==> config.mk <==
export PLATFORM = sky130hd
export DESIGN_NAME = iic_hostbuf
export DESIGN_NICKNAME = d
export VERILOG_FILES = /design/src/rtl/iic_hostbuf_pkg.sv /design/src/rtl/iic_hostbuf_dp.sv /design/src/rtl/iic_hostbuf_ctrl.sv /design/src/rtl/iic_hostbuf.sv
export SDC_FILE = /design/constraint.sdc
export NUM_CORES = 1
export LEC_CHECK = 0
export BUFFER_PORTS_ARGS = -buffer_cell sky130_fd_sc_hd__buf_2
export CORE_UTILIZATION = 52
export DETAILED_ROUTE_END_ITERATION = 12
export PLACE_DENSITY_LB_ADDON = 0.05
export SLEW_MARGIN = 20
export SYNTH_ARGS = -nofsm -noshare
export SYNTH_HDL_FRONTEND = slang
export SYNTH_SLANG_ARGS = --single-unit
==> constraint.sdc <==
create_clock -name clk -period 2.05 [get_ports clk]
set_input_delay 0.1025 -clock clk [delete_from_list [all_inputs] [get_ports clk]]
set_output_delay 0.1025 -clock clk [all_outputs]
set_load 0.02 [all_outputs]
==> src/rtl/iic_hostbuf_pkg.sv <==
package iic_hostbuf_pkg;

  // Which byte feeds the CRC stage register
  typedef enum logic {
    SRC_RX = 1'b0,
    SRC_TX = 1'b1
  } stageSrc_t;

  // Strobes from control to datapath
  typedef struct packed {
    logic      txLoad;     // CPU data into transmit buffer
    logic      txMove;     // transmit buffer into shifter register
    logic      rxCapture;  // shifter byte into receive buffer
    logic      stageLoad;  // capture a byte for CRC
    stageSrc_t stageSrc;
    logic      crcCommit;  // publish stage result
    logic      crcClear;   // restart running CRC
  } hbStrobes_t;

endpackage

==> src/rtl/iic_hostbuf_dp.sv <==
module iic_hostbuf_dp
  import iic_hostbuf_pkg::*;
#(
  parameter int DATA_W = 8,
  parameter logic [DATA_W-1:0] CRC_POLY = 8'h07,
  parameter logic [DATA_W-1:0] CRC_INIT = '0
) (
  input  logic              clk,
  input  logic              rstN,
  input  hbStrobes_t        strb,
  input  logic [DATA_W-1:0] cpuWdata,
  input  logic [DATA_W-1:0] shRxByte,
  output logic [DATA_W-1:0] shTxByte,
  output logic [DATA_W-1:0] rxData,
  output logic [DATA_W-1:0] crcData
);

  localparam int MSB = DATA_W - 1;

  logic [MSB:0] txReg;
  logic [MSB:0] txOut;
  logic [MSB:0] rxReg;
  logic [MSB:0] stageByte;
  logic [MSB:0] runCrc;
  logic [MSB:0] crcReg;
  logic [MSB:0] crcNext;
  logic [MSB:0] stageIn;

  function automatic logic [MSB:0] crcStep(input logic [MSB:0] seed,
                                           input logic [MSB:0] data);
    logic [MSB:0] acc;
    logic         fb;
    acc = seed;
    for (int i = MSB; i >= 0; i--) begin
      fb  = acc[MSB] ^ data[i];
      acc = {acc[MSB-1:0], 1'b0} ^ (fb ? CRC_POLY : '0);
    end
    return acc;
  endfunction

  assign crcNext = crcStep(runCrc, stageByte);
  assign stageIn = (strb.stageSrc == SRC_TX) ? txOut : shRxByte;

  always_ff @(posedge clk or negedge rstN) begin
    if (!rstN) begin
      txReg <= '0;
      txOut <= '0;
    end else begin
      if (strb.txLoad) txReg <= cpuWdata;
      if (strb.txMove) txOut <= txReg;
    end
  end

  always_ff @(posedge clk or negedge rstN) begin
    if (!rstN) begin
      rxReg <= '0;
    end else if (strb.rxCapture) begin
      rxReg <= shRxByte;
    end
  end

  always_ff @(posedge clk or negedge rstN) begin
    if (!rstN) begin
      stageByte <= '0;
      runCrc    <= CRC_INIT;
      crcReg    <= '0;
    end else begin
      if (strb.stageLoad) stageByte <= stageIn;
      if (strb.crcCommit) crcReg <= crcNext;
      if (strb.crcClear)       runCrc <= CRC_INIT;
      else if (strb.crcCommit) runCrc <= crcNext;
    end
  end

  assign shTxByte = txOut;
  assign rxData   = rxReg;
  assign crcData  = crcReg;


  crc_hold_chk: assert property (@(posedge clk) disable iff (!rstN)
    !strb.crcCommit |=> $stable(crcReg));


  rx_hold_chk: assert property (@(posedge clk) disable iff (!rstN)
    !strb.rxCapture |=> $stable(rxReg));


  tx_hold_chk: assert property (@(posedge clk) disable iff (!rstN)
    !strb.txMove |=> $stable(txOut));

endmodule

==> src/rtl/iic_hostbuf_ctrl.sv <==
module iic_hostbuf_ctrl
  import iic_hostbuf_pkg::*;
(
  input  logic       clk,
  input  logic       rstN,
  input  logic       cpuWrTx,
  input  logic       cpuRdRx,
  input  logic       cpuRdCrc,
  input  logic       shStart,
  input  logic       shLoadReq,
  input  logic       shByteSent,
  input  logic       shByteRcvd,
  input  logic       shAddrMatch,
  input  logic       shRwBit,
  input  logic       shAckSample,
  input  logic       shNack,
  output hbStrobes_t strb,
  output logic       dirTx,
  output logic       noAck,
  output logic       crcReady,
  output logic       txEmpty,
  output logic       rxFull,
  output logic       sdaRelease,
  output logic       shTxValid,
  output logic       underrun,
  output logic       overrun
);

  logic stageValid;
  logic moveNow;
  logic anyByte;

  assign moveNow = shLoadReq && !txEmpty;
  assign anyByte = shAddrMatch || shByteRcvd || shByteSent;

  always_comb begin
    strb           = '0;
    strb.txLoad    = cpuWrTx;
    strb.txMove    = moveNow;
    strb.rxCapture = shByteRcvd;
    strb.stageLoad = anyByte;
    strb.stageSrc  = (shAddrMatch || shByteRcvd) ? SRC_RX : SRC_TX;
    strb.crcCommit = stageValid;
    strb.crcClear  = shStart;
  end

  // transmit buffer state, set wins
  always_ff @(posedge clk or negedge rstN) begin
    if (!rstN) begin
      txEmpty   <= 1'b1;
      shTxValid <= 1'b0;
      underrun  <= 1'b0;
    end else begin
      if (moveNow)      txEmpty <= 1'b1;
      else if (cpuWrTx) txEmpty <= 1'b0;
      shTxValid <= moveNow;
      underrun  <= shLoadReq && txEmpty;
    end
  end

  // receive buffer state, set wins
  always_ff @(posedge clk or negedge rstN) begin
    if (!rstN) begin
      rxFull  <= 1'b0;
      overrun <= 1'b0;
    end else begin
      if (shByteRcvd)   rxFull <= 1'b1;
      else if (cpuRdRx) rxFull <= 1'b0;
      overrun <= shByteRcvd && rxFull;
    end
  end

  // direction and acknowledge tracking
  always_ff @(posedge clk or negedge rstN) begin
    if (!rstN) begin
      dirTx      <= 1'b0;
      noAck      <= 1'b1;
      sdaRelease <= 1'b0;
    end else begin
      if (shAddrMatch) dirTx <= shRwBit;
      if (shAckSample) noAck <= shNack;
      if (shAckSample && shNack)         sdaRelease <= 1'b1;
      else if (shStart || shAckSample)   sdaRelease <= 1'b0;
    end
  end

  // CRC publish pipeline, set wins over CPU read
  always_ff @(posedge clk or negedge rstN) begin
    if (!rstN) begin
      stageValid <= 1'b0;
      crcReady   <= 1'b0;
    end else begin
      stageValid <= anyByte;
      if (stageValid)    crcReady <= 1'b1;
      else if (cpuRdCrc) crcReady <= 1'b0;
    end
  end


  dir_hold_chk: assert property (@(posedge clk) disable iff (!rstN)
    !shAddrMatch |=> $stable(dirTx));


  nack_track_chk: assert property (@(posedge clk) disable iff (!rstN)
    shAckSample |=> (noAck == $past(shNack)));


  release_set_chk: assert property (@(posedge clk) disable iff (!rstN)
    (shAckSample && shNack) |=> sdaRelease);


  tx_clear_chk: assert property (@(posedge clk) disable iff (!rstN)
    (cpuWrTx && !(shLoadReq && !txEmpty)) |=> !txEmpty);


  underrun_chk: assert property (@(posedge clk) disable iff (!rstN)
    (shLoadReq && txEmpty) |=> (underrun && !shTxValid));


  rx_set_chk: assert property (@(posedge clk) disable iff (!rstN)
    shByteRcvd |=> rxFull);


  overrun_chk: assert property (@(posedge clk) disable iff (!rstN)
    (shByteRcvd && rxFull) |=> overrun);


  crc_late_chk: assert property (@(posedge clk) disable iff (!rstN)
    anyByte |=> ##1 crcReady);

endmodule

==> src/rtl/iic_hostbuf.sv <==
module iic_hostbuf
  import iic_hostbuf_pkg::*;
#(
  parameter int DATA_W = 8,
  parameter logic [DATA_W-1:0] CRC_POLY = 8'h07
) (
  input  logic              clk,
  input  logic              rstN,
  input  logic              cpuWrTx,
  input  logic [DATA_W-1:0] cpuWdata,
  input  logic              cpuRdRx,
  input  logic              cpuRdCrc,
  output logic [DATA_W-1:0] rxData,
  output logic [DATA_W-1:0] crcData,
  output logic              dirTx,
  output logic              noAck,
  output logic              crcReady,
  output logic              txEmpty,
  output logic              rxFull,
  input  logic              shStart,
  input  logic              shLoadReq,
  output logic [DATA_W-1:0] shTxByte,
  output logic              shTxValid,
  input  logic              shByteSent,
  input  logic              shByteRcvd,
  input  logic [DATA_W-1:0] shRxByte,
  input  logic              shAddrMatch,
  input  logic              shRwBit,
  input  logic              shAckSample,
  input  logic              shNack,
  output logic              sdaRelease,
  output logic              underrun,
  output logic              overrun
);

  hbStrobes_t strb;

  iic_hostbuf_ctrl ctrl_i (
    .clk        (clk),
    .rstN       (rstN),
    .cpuWrTx    (cpuWrTx),
    .cpuRdRx    (cpuRdRx),
    .cpuRdCrc   (cpuRdCrc),
    .shStart    (shStart),
    .shLoadReq  (shLoadReq),
    .shByteSent (shByteSent),
    .shByteRcvd (shByteRcvd),
    .shAddrMatch(shAddrMatch),
    .shRwBit    (shRwBit),
    .shAckSample(shAckSample),
    .shNack     (shNack),
    .strb       (strb),
    .dirTx      (dirTx),
    .noAck      (noAck),
    .crcReady   (crcReady),
    .txEmpty    (txEmpty),
    .rxFull     (rxFull),
    .sdaRelease (sdaRelease),
    .shTxValid  (shTxValid),
    .underrun   (underrun),
    .overrun    (overrun)
  );

  iic_hostbuf_dp #(
    .DATA_W  (DATA_W),
    .CRC_POLY(CRC_POLY)
  ) dp_i (
    .clk     (clk),
    .rstN    (rstN),
    .strb    (strb),
    .cpuWdata(cpuWdata),
    .shRxByte(shRxByte),
    .shTxByte(shTxByte),
    .rxData  (rxData),
    .crcData (crcData)
  );

endmodule

Yosys cells after proc, flatten, opt, wreduce, memory -nomap -nowiden
Index checks and enable logic that the tools add are counted.
{ "totals": {"out_inout_bits": 33, "regBits": 58, "in_bits": 29} }
{ "classes": {"reduce_logical": 13, "bitwise": 16, "muxes": 19} }
{ "op_table": {"columns": ["cell", "count"], "rows": [
  ["$xor 8x8->8", 8],
  ["$mux 3", 8],
  ["$mux 8", 3],
  ["$reduce_bool 2->1", 5],
  ["$mux 1", 8],
  ["$xor 1x1->1", 8],
  ["$logic_and 1x1->1", 4],
  ["$logic_or 1x1->1", 3],
  ["$logic_not 1->1", 1]
]} }

Depth between registers and ports, before layout
Gate-level depths: netlist of run 1.
{ "logic_depth": {"word_depth": 26, "ltp_mapped": 5} }

Hierarchy
Synthesis of run 1 repeated with hierarchy kept, for this count alone.
{ "hier_totals": {"hier_cells": 198, "area_unflattened_um2": 2547.4} }
{ "by_module_without_submodules": {"columns": ["module", "n_inst", "cells_per_inst", "seq_area_each_um2", "area_each_um2"], "rows": [
  ["iic_hostbuf_dp", 1, 167, 1201.2, 2149.6],
  ["iic_hostbuf_ctrl", 1, 31, 252.7, 397.9]
]} }

Least setup slack after synthesis of run 1
No wires, ideal clock.
{ "synth_timing": {"path_type": "register -> register", "startpoint": "register dp_i.stageByte[4]", "endpoint": "register dp_i.runCrc[6]", "slack_ns": 0.556, "stages_incl_launch_ff": 5, "path_buffers": 0, "arrival_time_ns": 1.417, "cell_sequence": "dfrtp_1 -> xnor2_2 -> xnor3_1 -> or3_1 -> a21oi_1"} }
{ "synth_between": {"elab_chain_cells": 9} }
{ "synth_lines": {"columns": ["element", "line_no", "rtl"], "rows": [
  ["start, declared", "iic_hostbuf_dp.sv:23", "logic [MSB:0] stageByte;"],
  ["start signal, assigned", "iic_hostbuf_dp.sv:68", "if (strb.stageLoad) stageByte <= stageIn;"],
  ["$xor 1x1->1", "iic_hostbuf_dp.sv:35", "fb = acc[MSB] ^ data[i];"],
  ["$mux 3", "iic_hostbuf_dp.sv:36", "acc = {acc[MSB-1:0], 1'b0} ^ (fb ? CRC_POLY : '0);"],
  ["$xor 8x8->8 (5 in series)", "iic_hostbuf_dp.sv:36", null],
  ["$mux 8", "iic_hostbuf_dp.sv:71", "else if (strb.crcCommit) runCrc <= crcNext;"],
  ["$mux 8", "iic_hostbuf_dp.sv:70", "if (strb.crcClear) runCrc <= CRC_INIT;"],
  ["end signal, assigned", "iic_hostbuf_dp.sv:71", null],
  ["end, declared", "iic_hostbuf_dp.sv:24", "logic [MSB:0] runCrc;"]
]} }
No other way between the ends. The select of a mux whose other input is x is not followed.
A chain may end at the register's enable or synchronous reset.

Final worst setup path of run 1
Ends and elaborated chain as after synthesis.

==> metrics.csv, run 1 <==
stage,metric,value,unit
yosys,synthTopCellsByCount,"dfrtp_1, mux2_2, nor2_1, xnor2_1, a21oi_1",
global_route,grt_pass1_vias,1672,
pwr,power_density,1330,nW/µm²
sta,timing.setup.tns,0,ps
sta,max_freq,628,MHz
cts,cts_tree,done,
layout,final_util,0.721,
setup_path,slowest_stage,dfrtp_1,
sta,setup_viol,0,
cts,clock_sinks,58,
yosys,ys.flop_type,dfrtp_1,
floorplanning,die_area,5090,µm²
layout,antenna_cells,0,
cts,path_clk_slew,60,ps
drt,final_antenna_net_count,0,
sta,relSlewSlack,0.465,
status,violations,design-rule violations,
yosys,synth_edf_count,0,
yosys,synth_area_leaders,"dfrtp_1, mux2_2, xnor2_1",
layout,nNetsFinal,300,
pwr,vdd_ir_drop_max,0.000802,V
worst_hold_path,min_path_type,primary input to register,
layout,area_growth,29.0,%
setup_path,crit_type,register to register,
yosys,ys.warnings.count,0,
yosys,synthMostInstantiatedCell,dfrtp_1,
global_route,grt_pass1_wl,7920,µm
floorplanning,die_x,71.3,µm
drt,wl_per_cell,14.0,µm
yosys,synthArstFlopShare,1.00,
drt,drt-vias-per-instance,5.04,
yosys,synth_cell_types,24,
global_route,grt_start_max_net_pins,32,
setup_path,required,2310,ps
layout,drive_gt1_frac,0.406,
setup_path,crit_fanout,3,
global_route,gr-total-overflow,0,
cts,h-tree-depth,3,
cts,cts_buffers,9,
cts,cts-root-buf,clkbuf_8,
cts,cts_buffer_depth,2,
yosys,synth_seq_cells,58,
setup_path,cp-end-kind,register,
sta,fin_crit,1590,ps
sta,finalCritPeriodShare,0.777,
yosys,yosysSeqAreaShare,0.582,
sta,skew,5.93,ps
placement,io_buffers,61,
setup_path,critPathMaxStageDelay,430,ps
placement,gp_congestion,0.745,
yosys,syn_area_per_cell,13.0,µm²
floorplanning,io_pins,62,
floorplanning,rows,24,
floorplanning,core_area,4470,µm²
global_route,track_usage,0.208,
pwr,leakagePower,1.54,nW
floorplanning,die_h,71.3,µm
sta,rsz0062_at_grt,false,
yosys,postSynthCellCount,192,
yosys,synth_largest_area_cell,dfrtp_1,
global_route,antenna_found_initial,0,
job,max_cap_violations,0,
sta,hold_violations,0,
status,status,finished with violations,
yosys,syn_area,2500,µm²
drt,firstDrtPassIters,8,
yosys,syn_nets,221,
drt,drc,4,
setup_path,startpoint_type,register,
drt,via_count,1654,
floorplanning,start_util,0.559,
layout,fillerInstances,313,
yosys,synth_top_area_frac,0.561,
drt,drt_iter0_markers,77,
setup_path,crit_chain,"xnor2_2, xnor3_1, or3_1, a21oi_1",
sta,tightest_slew,801,ps
setup_path,worstPathArrival,1850,ps
sta,slew_violations,0,
placement,dp_hpwl,3180,µm
drt,wirelength,4600,µm
cts,cts_setup_buffers,0,
cts,clock_latency,330,ps
## cells by family (layout without fill, tap and decap cells)
| group | Yosys count | in the layout | synth area share |
|---|---|---|---|
| AO/OA/AOI/OAI | 31 | 31 | 0.0721 |
| XOR/XNOR | 24 | 24 | 0.121 |
| buffers and inverters | 13 | 97 | 0.0200 |
| flip-flops | 58 | 58 | 0.582 |
| multiplexers | 34 | 34 | 0.149 |
| AND/OR/NAND/NOR | 32 | 32 | 0.0561 |
## final timing paths
check | start | end | slack (ps) | depth (start not counted)
worst max-delay path | dp_i.stageByte[4] | dp_i.runCrc[6] | 460 | 4
worst min-delay path | shRxByte[5] | dp_i.stageByte[5] | 10 | 3
worst max register to register | dp_i.stageByte[4] | dp_i.runCrc[6] | 460 | 4
worst min register to register | ctrl_i.crcReady | ctrl_i.crcReady | 480 | 1
max in group asynchronous | rstN | ctrl_i.noAck | 1060 | 3
min in group asynchronous | rstN | dp_i.crcData[0] | 330 | 2
## sequential cells by signal, summed over array words and instances, names as in the netlist
| signal | flops |
|---|---|
| dp_i.rxData | 8 |
| ctrl_i.dirTx | 1 |
| ctrl_i.crcReady | 1 |
| dp_i.txReg | 8 |
| ctrl_i.shTxValid | 1 |
| dp_i.shTxByte | 8 |
| ctrl_i.underrun | 1 |
| ctrl_i.noAck | 1 |
| ctrl_i.sdaRelease | 1 |
| ctrl_i.txEmpty | 1 |
| dp_i.crcData | 8 |
| dp_i.stageByte | 8 |
| ctrl_i.overrun | 1 |
| ctrl_i.stageValid | 1 |
| dp_i.runCrc | 8 |
| ctrl_i.rxFull | 1 |
## power breakdown
part           internal, mW  switching (mW)  leakage, nW  total, mW
combinational         0.792           0.762        0.742       1.55
clock                 0.713           0.433        0.109       1.15
sequential             1.42           0.180        0.685       1.60
## critical path, delay by kind of cell, from the launching register on
family,cells,cell delay [ps]
XOR/XNOR,2,650
flip-flops,1,430
AND/OR/NAND/NOR,1,310
AO/OA/AOI/OAI,1,140
## cell type report
cell class              instances  area (µm²)  share of cell area
clock buffers                  11         141              0.0438
multi-input cells             121         996               0.309
well taps                      52        65.1              0.0202
clock inverters                 5        77.6              0.0240
repair buffers                 78         480               0.149
inverters                       3        11.3             0.00349
flip-flops and latches         58        1450               0.451
## timing repair
action,in CTS,in global routing
setup endpoints to repair,0,0
hold buffers,14,0
resized for setup,0,0
hold endpoints to repair,39,0
## layout by cell type, fill, tap and decap left out, drive strengths merged, types with 2 or more instances in the layout
cell type    instances
a21o                 2
nor2                16
inv                  3
dfrtp               56
bufinv               2
buf                 64
clkinv               2
xnor3                4
a211oi               5
clkbuf              11
a21oi               12
mux2i                8
or3                  3
o21ai               10
dfstp                2
xnor2               19
dlygate4sd3         14
and2                 2
mux2                26
nand2                8
## through the flow
step           area, µm²  hold slack [ps]  cells  total power [mW]  setup slack (ps)
6_report            3230             11.4    328              4.30               457
3_3_place_gp        2870              164    298              3.15               507
2_1_floorplan       2500             -193    192              2.77               556
5_1_grt             3230             4.26    328              4.57               376
4_1_cts             3230             1.66    328              4.34               457
3_5_place_dp        2870              165    298              3.16               474
## metal layers
| layer | GRT usage | share of wire | routed length [µm] | vias up |
|---|---|---|---|---|
| met1 | 0.282 | 0.48 | 2210 | 787 |
| met2 | 0.314 | 0.45 | 2070 | 46 |
| met5 | 0 | 0 | 0 | - |
| met3 | 0.0478 | 0.047 | 216 | 9 |
| met4 | 0.113 | 0.021 | 98 | 0 |
| li1 | - | - | - | 812 |
Note: power is estimated with default switching activity, not from simulation.
==> run 2, diff against run 1 <==
ABC_AREA = 1   (was default)
CORE_UTILIZATION = 53   (was 52)
clock period = 1.5 ns   (was 2.05 ns; I/O delays follow)
==> run 2 against run 1 <==
  * The flow now finishes without violations
  * Count of clock-buffer cells in the layout is 2 higher
  * First-iteration DRC count is 40% higher
  * Total power is 29% higher
  * Via count is 33% higher
  * Largest cell class unchanged
  * Hold slack better by 73 ps
  * Critical endpoint is now ctrl_i.noAck
  * Core utilization is 3.9 points higher
  * Global-route usage is 4.4 points higher
==> metrics.csv, run 2 <==
stage,metric,value,unit,change
floorplanning,die_area,5100,µm²,+0.31%
global_route,grt_pass1_vias,2142,,+28%
sta,finalCritPeriodShare,0.924,,+0.147
setup_path,slowest_stage,dlygate4sd3_1,,
global_route,gr-total-overflow,0,,unchanged
setup_path,required,1770,ps,-540 ps
yosys,synthArstFlopShare,1.00,,unchanged
setup_path,startpoint_type,register,,
setup_path,cp.buffers_inverters,2,,+2
yosys,syn_area,2560,µm²,+2.3%
sta,tightest_slew,463,ps,-338 ps
floorplanning,start_util,0.568,,+0.00878
setup_path,critPathMaxStageDelay,580,ps,+150 ps
floorplanning,core_area,4500,µm²,+0.67%
placement,gp_congestion,0.808,,+8.5%
cts,clock_sinks,58,,unchanged
layout,final_util,0.759,,+0.0385
yosys,synth_cell_types,25,,+4.2%
setup_path,crit_chain,"inv_1, o21ai_0, dlygate4sd3_1",,
cts,h-tree-depth,3,,unchanged
layout,layout_common_cells,"nand2_1, buf_2, dfrtp_1",,
placement,pre_cts_slack,105,ps,-368 ps
global_route,grt_start_max_net_pins,59,,+84%
yosys,synth_seq_cells,58,,unchanged
setup_path,crit_fanout,2,,-1
global_route,antenna_found_initial,0,,unchanged
global_route,grt_pass1_wl,9470,µm,+20%
drt,wirelength,5660,µm,+23%
yosys,synth_largest_area_cell,dfrtp_1,,
sta,setup_viol,0,,unchanged
layout,drive_gt1_frac,0.253,,-0.153
yosys,ys.flop_type,dfrtp_1,,
layout,nNetsFinal,420,,+40%
drt,via_count,2205,,+33%
drt,wl_per_cell,12.6,µm,-9.9%
floorplanning,io_pins,62,,unchanged
yosys,synth_edf_count,0,,unchanged
cts,cts_tree,done,,
placement,placedCellCount,407,,+37%
sta,relSlewSlack,0.690,,+0.226
placement,io_buffers,61,,unchanged
sta,skew,5.91,ps,-0.0230 ps
job,max_cap_violations,0,,unchanged
sta,fin_crit,1390,ps,-206 ps
setup_path,crit_type,register to register,,
yosys,synthTopCellsByCount,"nand2_1, dfrtp_1, o21ai_0, inv_1, nand3_1",,
pwr,power_density,1620,nW/µm²,+22%
floorplanning,die_x,71.4,µm,+0.15%
yosys,postSynthCellCount,298,,+55%
sta,setup_ws,113,ps,-344 ps
layout,antenna_cells,0,,unchanged
yosys,synth_area_leaders,"dfrtp_1, nand2_1, o21ai_0",,
yosys,synth_top_area_frac,0.548,,-0.0123
layout,finalNonFillerCells,448,,+37%
setup_path,worstPathArrival,1660,ps,-190 ps
cts,cts_buffers,9,,unchanged
yosys,yosysSeqAreaShare,0.569,,-0.0128
pwr,vdd_ir_drop_max,0.000921,V,+15%
layout,fillerInstances,312,,-0.32%
sta,rsz0062_at_grt,false,,
drt,drc,0,,-4
status,status,finished clean,,
sta,hold_violations,0,,unchanged
worst_hold_path,min_path_type,primary input to register,,
sta,timing.setup.tns,0,ps,unchanged
yosys,syn_area_per_cell,8.58,µm²,-34%
setup_path,cp-end-kind,register,,
yosys,ys.warnings.count,0,,unchanged
setup_path,crit_family,buffers and inverters,,
layout,fin_area,3420,µm²,+6.1%
drt,drt-vias-per-instance,4.92,,-2.4%
yosys,synthMostInstantiatedCell,nand2_1,,
pwr,leakagePower,1.81,nW,+18%
cts,cts_buffer_depth,2,,unchanged
pwr,finalPower,5.55,mW,+29%
cts,clock_latency,330,ps,about the same
sta,slew_violations,0,,unchanged
layout,mostFrequentLayoutCell,nand2_1,,
floorplanning,die_h,71.4,µm,+0.15%
drt,firstDrtPassIters,4,,-4
yosys,syn_nets,327,,+48%
sta,whs,84.5,ps,+73.1 ps
cts,path_clk_slew,70,ps,about the same
placement,dp_hpwl,3680,µm,+16%
drt,final_antenna_net_count,0,,unchanged
sta,max_freq,721,MHz,+15%
cts,cts-root-buf,clkbuf_8,,
layout,area_growth,33.8,%,
drt,drt_iter0_markers,108,,+40%
global_route,track_usage,0.252,,+0.0437
floorplanning,rows,24,,unchanged
placement,place_area,2940,µm²,+2.4%
[run 2: changes by cell type in the layout (fill, tap and decap cells not counted), moves of 11 or more]
cell           previous run  this run
nand2_1                   8       114
nand3_1                   0        27
mux2_2                   26         1
inv_1                     3        26
o21ai_0                  10        30
nor2_1                   16         1
xnor2_1                  16         3
dlygate4sd3_1            14        25
[run 2: layer usage]
metal	up-vias	routed length, µm	global-route usage	share of wire
li1	1126	-	-	-
met1	1010	2470	0.297	0.44
met2	51	2830	0.420	0.50
met3	18	189	0.0520	0.033
met4	0	167	0.162	0.030
met5	-	0	0	0
[run 2: final cells by class]
class,instances,area [µm²],share of cell area
Multi-Input combinational cell,201,963,0.282
Tap cell,52,65.1,0.0190
Clock buffer,13,179,0.0523
Clock inverter,3,45.0,0.0132
Timing Repair Buffer,90,598,0.175
Sequential cell,58,1450,0.425
Inverter,31,116,0.0340
[run 2: cells by family after synthesis]
| kind of cell | Yosys count | share of synthesized area |
|---|---|---|
| AO/OA/AOI/OAI | 40 | 0.0827 |
| buffers and inverters | 39 | 0.0582 |
| XOR/XNOR | 9 | 0.0426 |
| AND/OR/NAND/NOR | 151 | 0.243 |
| flip-flops | 58 | 0.569 |
| multiplexers | 1 | 0.00440 |
[run 2: repair_timing]
item | CTS | global route
resized for setup | 0 | 4
endpoints found under the hold margin | 81 | 0
setup buffers | 0 | 0
hold buffers | 25 | 0
setup endpoints to repair | 0 | 4
[run 2: tightest hold or removal path: stages]
cell	delay (ps)
buf_2	190
nand2_1	90
inv_1	30
[run 2: final timing paths]
| path | start | to | slack, ps | cells after the start |
|---|---|---|---|---|
| min | shByteRcvd | ctrl_i.overrun | 80 | 3 |
| max reg2reg | ctrl_i.noAck | ctrl_i.noAck | 110 | 3 |
| min in group asynchronous | rstN | ctrl_i.crcReady | 260 | 3 |
| max in group asynchronous | rstN | ctrl_i.noAck | 930 | 3 |
| min reg2reg | dp_i.rxData[6] | dp_i.rxData[6] | 470 | 2 |
| max | ctrl_i.noAck | ctrl_i.noAck | 110 | 3 |
[run 2: where the power goes]
| group | switching, mW | internal [mW] | leakage [nW] | total (mW) |
|---|---|---|---|---|
| Combinational | 1.16 | 0.693 | 0.998 | 1.86 |
| Sequential | 0.231 | 1.90 | 0.700 | 2.13 |
| Clock | 0.611 | 0.948 | 0.108 | 1.56 |
==> run 3, diff against run 2 <==
CORE_UTILIZATION = 55   (was 53)
CTS_BUF_LIST = sky130_fd_sc_hd__clkbuf_8   (was default)
==> run 3 against run 2 <==
  * Clock power down 12%
  * Register-to-register slack worse by 20 ps
  * Clock skew about the same
  * Total power down 3.8%
  * Cell area down 1.1%
==> metrics.csv, run 3 (synthesis gave the netlist of run 2 again) <==
stage,metric,value,unit,change
floorplanning,die_x,70.2,µm,-1.8%
global_route,grt_pass1_wl,9620,µm,+1.5%
drt,drt_iter0_markers,112,,+3.7%
layout,mostFrequentLayoutCell,nand2_1,,
sta,relSlewSlack,0.698,,+0.00764
pwr,finalPower,5.34,mW,-3.8%
sta,slew_violations,0,,unchanged
sta,tightest_slew,452,ps,-11.4 ps
setup_path,required,1760,ps,about the same
cts,clock_latency,330,ps,about the same
sta,rsz0062_at_grt,false,,
global_route,track_usage,0.255,,+0.00310
drt,firstDrtPassIters,4,,unchanged
cts,h-tree-depth,3,,unchanged
drt,final_antenna_net_count,0,,unchanged
placement,dp_hpwl,3850,µm,+4.7%
drt,via_count,2185,,-0.91%
sta,finalCritPeriodShare,0.935,,+0.0101
floorplanning,die_area,4920,µm²,-3.5%
sta,timing.setup.tns,0,ps,unchanged
setup_path,startpoint_type,register,,
cts,path_clk_slew,60,ps,about the same
floorplanning,rows,24,,unchanged
layout,seqCellArea,1450,µm²,unchanged
pwr,leakagePower,1.81,nW,+0.38%
sta,setup_viol,0,,unchanged
placement,gp_congestion,0.858,,+6.1%
drt,wl_per_cell,12.4,µm,-1.7%
layout,nNetsFinal,421,,+0.24%
floorplanning,core_area,4410,µm²,-2.0%
drt,wirelength,5570,µm,-1.5%
layout,drive_gt1_frac,0.244,,-0.00819
layout,final_util,0.766,,+0.00700
global_route,gr-total-overflow,0,,unchanged
sta,skew,6.30,ps,+0.397 ps
floorplanning,start_util,0.579,,+0.0116
layout,antenna_cells,0,,unchanged
sta,fin_crit,1400,ps,+15.2 ps
placement,io_buffers,61,,unchanged
global_route,antenna_found_initial,0,,unchanged
setup_path,worstPathArrival,1660,ps,about the same
layout,fillerInstances,325,,+4.2%
layout,fin_area,3380,µm²,-1.1%
setup_path,crit_fanout,2,,unchanged
pwr,vdd_ir_drop_max,0.000841,V,-8.6%
worst_hold_path,min_path_type,primary input to register,,
global_route,grt_pass1_vias,2126,,-0.75%
setup_path,cp-end-kind,register,,
drt,drt-vias-per-instance,4.87,,-1.1%
floorplanning,die_h,70.2,µm,-1.8%
cts,cts_buffer_depth,2,,unchanged
setup_path,crit_type,register to register,,
sta,max_freq,713,MHz,-1.1%
pwr,power_density,1580,nW/µm²,-2.7%
cts,cts_tree,done,,
layout,layout_common_cells,"nand2_1, buf_2, dfrtp_1",,
floorplanning,io_pins,62,,unchanged
cts,cts_buffers,9,,unchanged
setup_path,r2r_slack,100,ps,-20 ps
drt,drc,0,,unchanged
layout,area_growth,32.4,%,
global_route,grt_start_max_net_pins,25,,-58%
placement,place_area,2950,µm²,+0.51%
status,status,finished clean,,
layout,multi_input_area,956,µm²,-0.78%
job,max_cap_violations,0,,unchanged
sta,hold_violations,0,,unchanged
cts,cts-root-buf,clkbuf_8,,
cts,clock_sinks,58,,unchanged
-- run 3: layer usage --
metal	wire length, µm	global-route usage	vias to the layer above
li1	-	-	1129
met1	2420	0.309	999
met2	2850	0.447	50
met3	222	0.0505	7
met4	78	0.100	0
met5	0	0	-
-- run 3: cell type report --
type / instances / area share
Timing Repair Buffer: 91 / 0.178
Multi-Input combinational cell: 201 / 0.283
Sequential cell: 58 / 0.430
Clock inverter: 6 / 0.0152
Tap cell: 52 / 0.0192
Clock buffer: 10 / 0.0407
Inverter: 31 / 0.0344
-- run 3: final timing paths --
path | endpoint | from | cells after the start
min in group asynchronous | dp_i.shTxByte[3] | rstN | 2
hold / removal | dp_i.runCrc[1] | shStart | 2
max in group asynchronous | ctrl_i.txEmpty | rstN | 3
hold reg to reg | dp_i.rxData[1] | dp_i.rxData[1] | 2
setup reg to reg | ctrl_i.noAck | ctrl_i.noAck | 3
setup / recovery | ctrl_i.noAck | ctrl_i.noAck | 3
-- run 3: stage by stage --
stage / worst slack (ps) / std cells / hold slack (ps)
floorplan: 234 / 298 / -221
detailed placement: 152 / 409 / 25.0
global route: 3.44 / 449 / 11.8
global placement: 184 / 409 / 19.0
CTS: 136 / 449 / 0.426
finish: 98.1 / 449 / 13.2
-- run 3: report_power, final --
| group | internal [mW] | switching (mW) |
|---|---|---|
| logic | 0.684 | 1.15 |
| registers | 1.90 | 0.227 |
| clock network | 0.788 | 0.581 |
| total | 3.37 | 1.96 |
-- run 3: what timing repair did --
action	CTS	global route
gates resized for setup	0	1
hold buffers	24	0
buffers inserted	0	0
hold endpoints to repair	36	0
endpoints found under the setup margin	0	4
-- run 3: worst max-delay path, stage by stage, from the launching register on --
cell	delay, ps
dfstp_2	530
inv_1	40
o21ai_0	180
dlygate4sd3_1	600
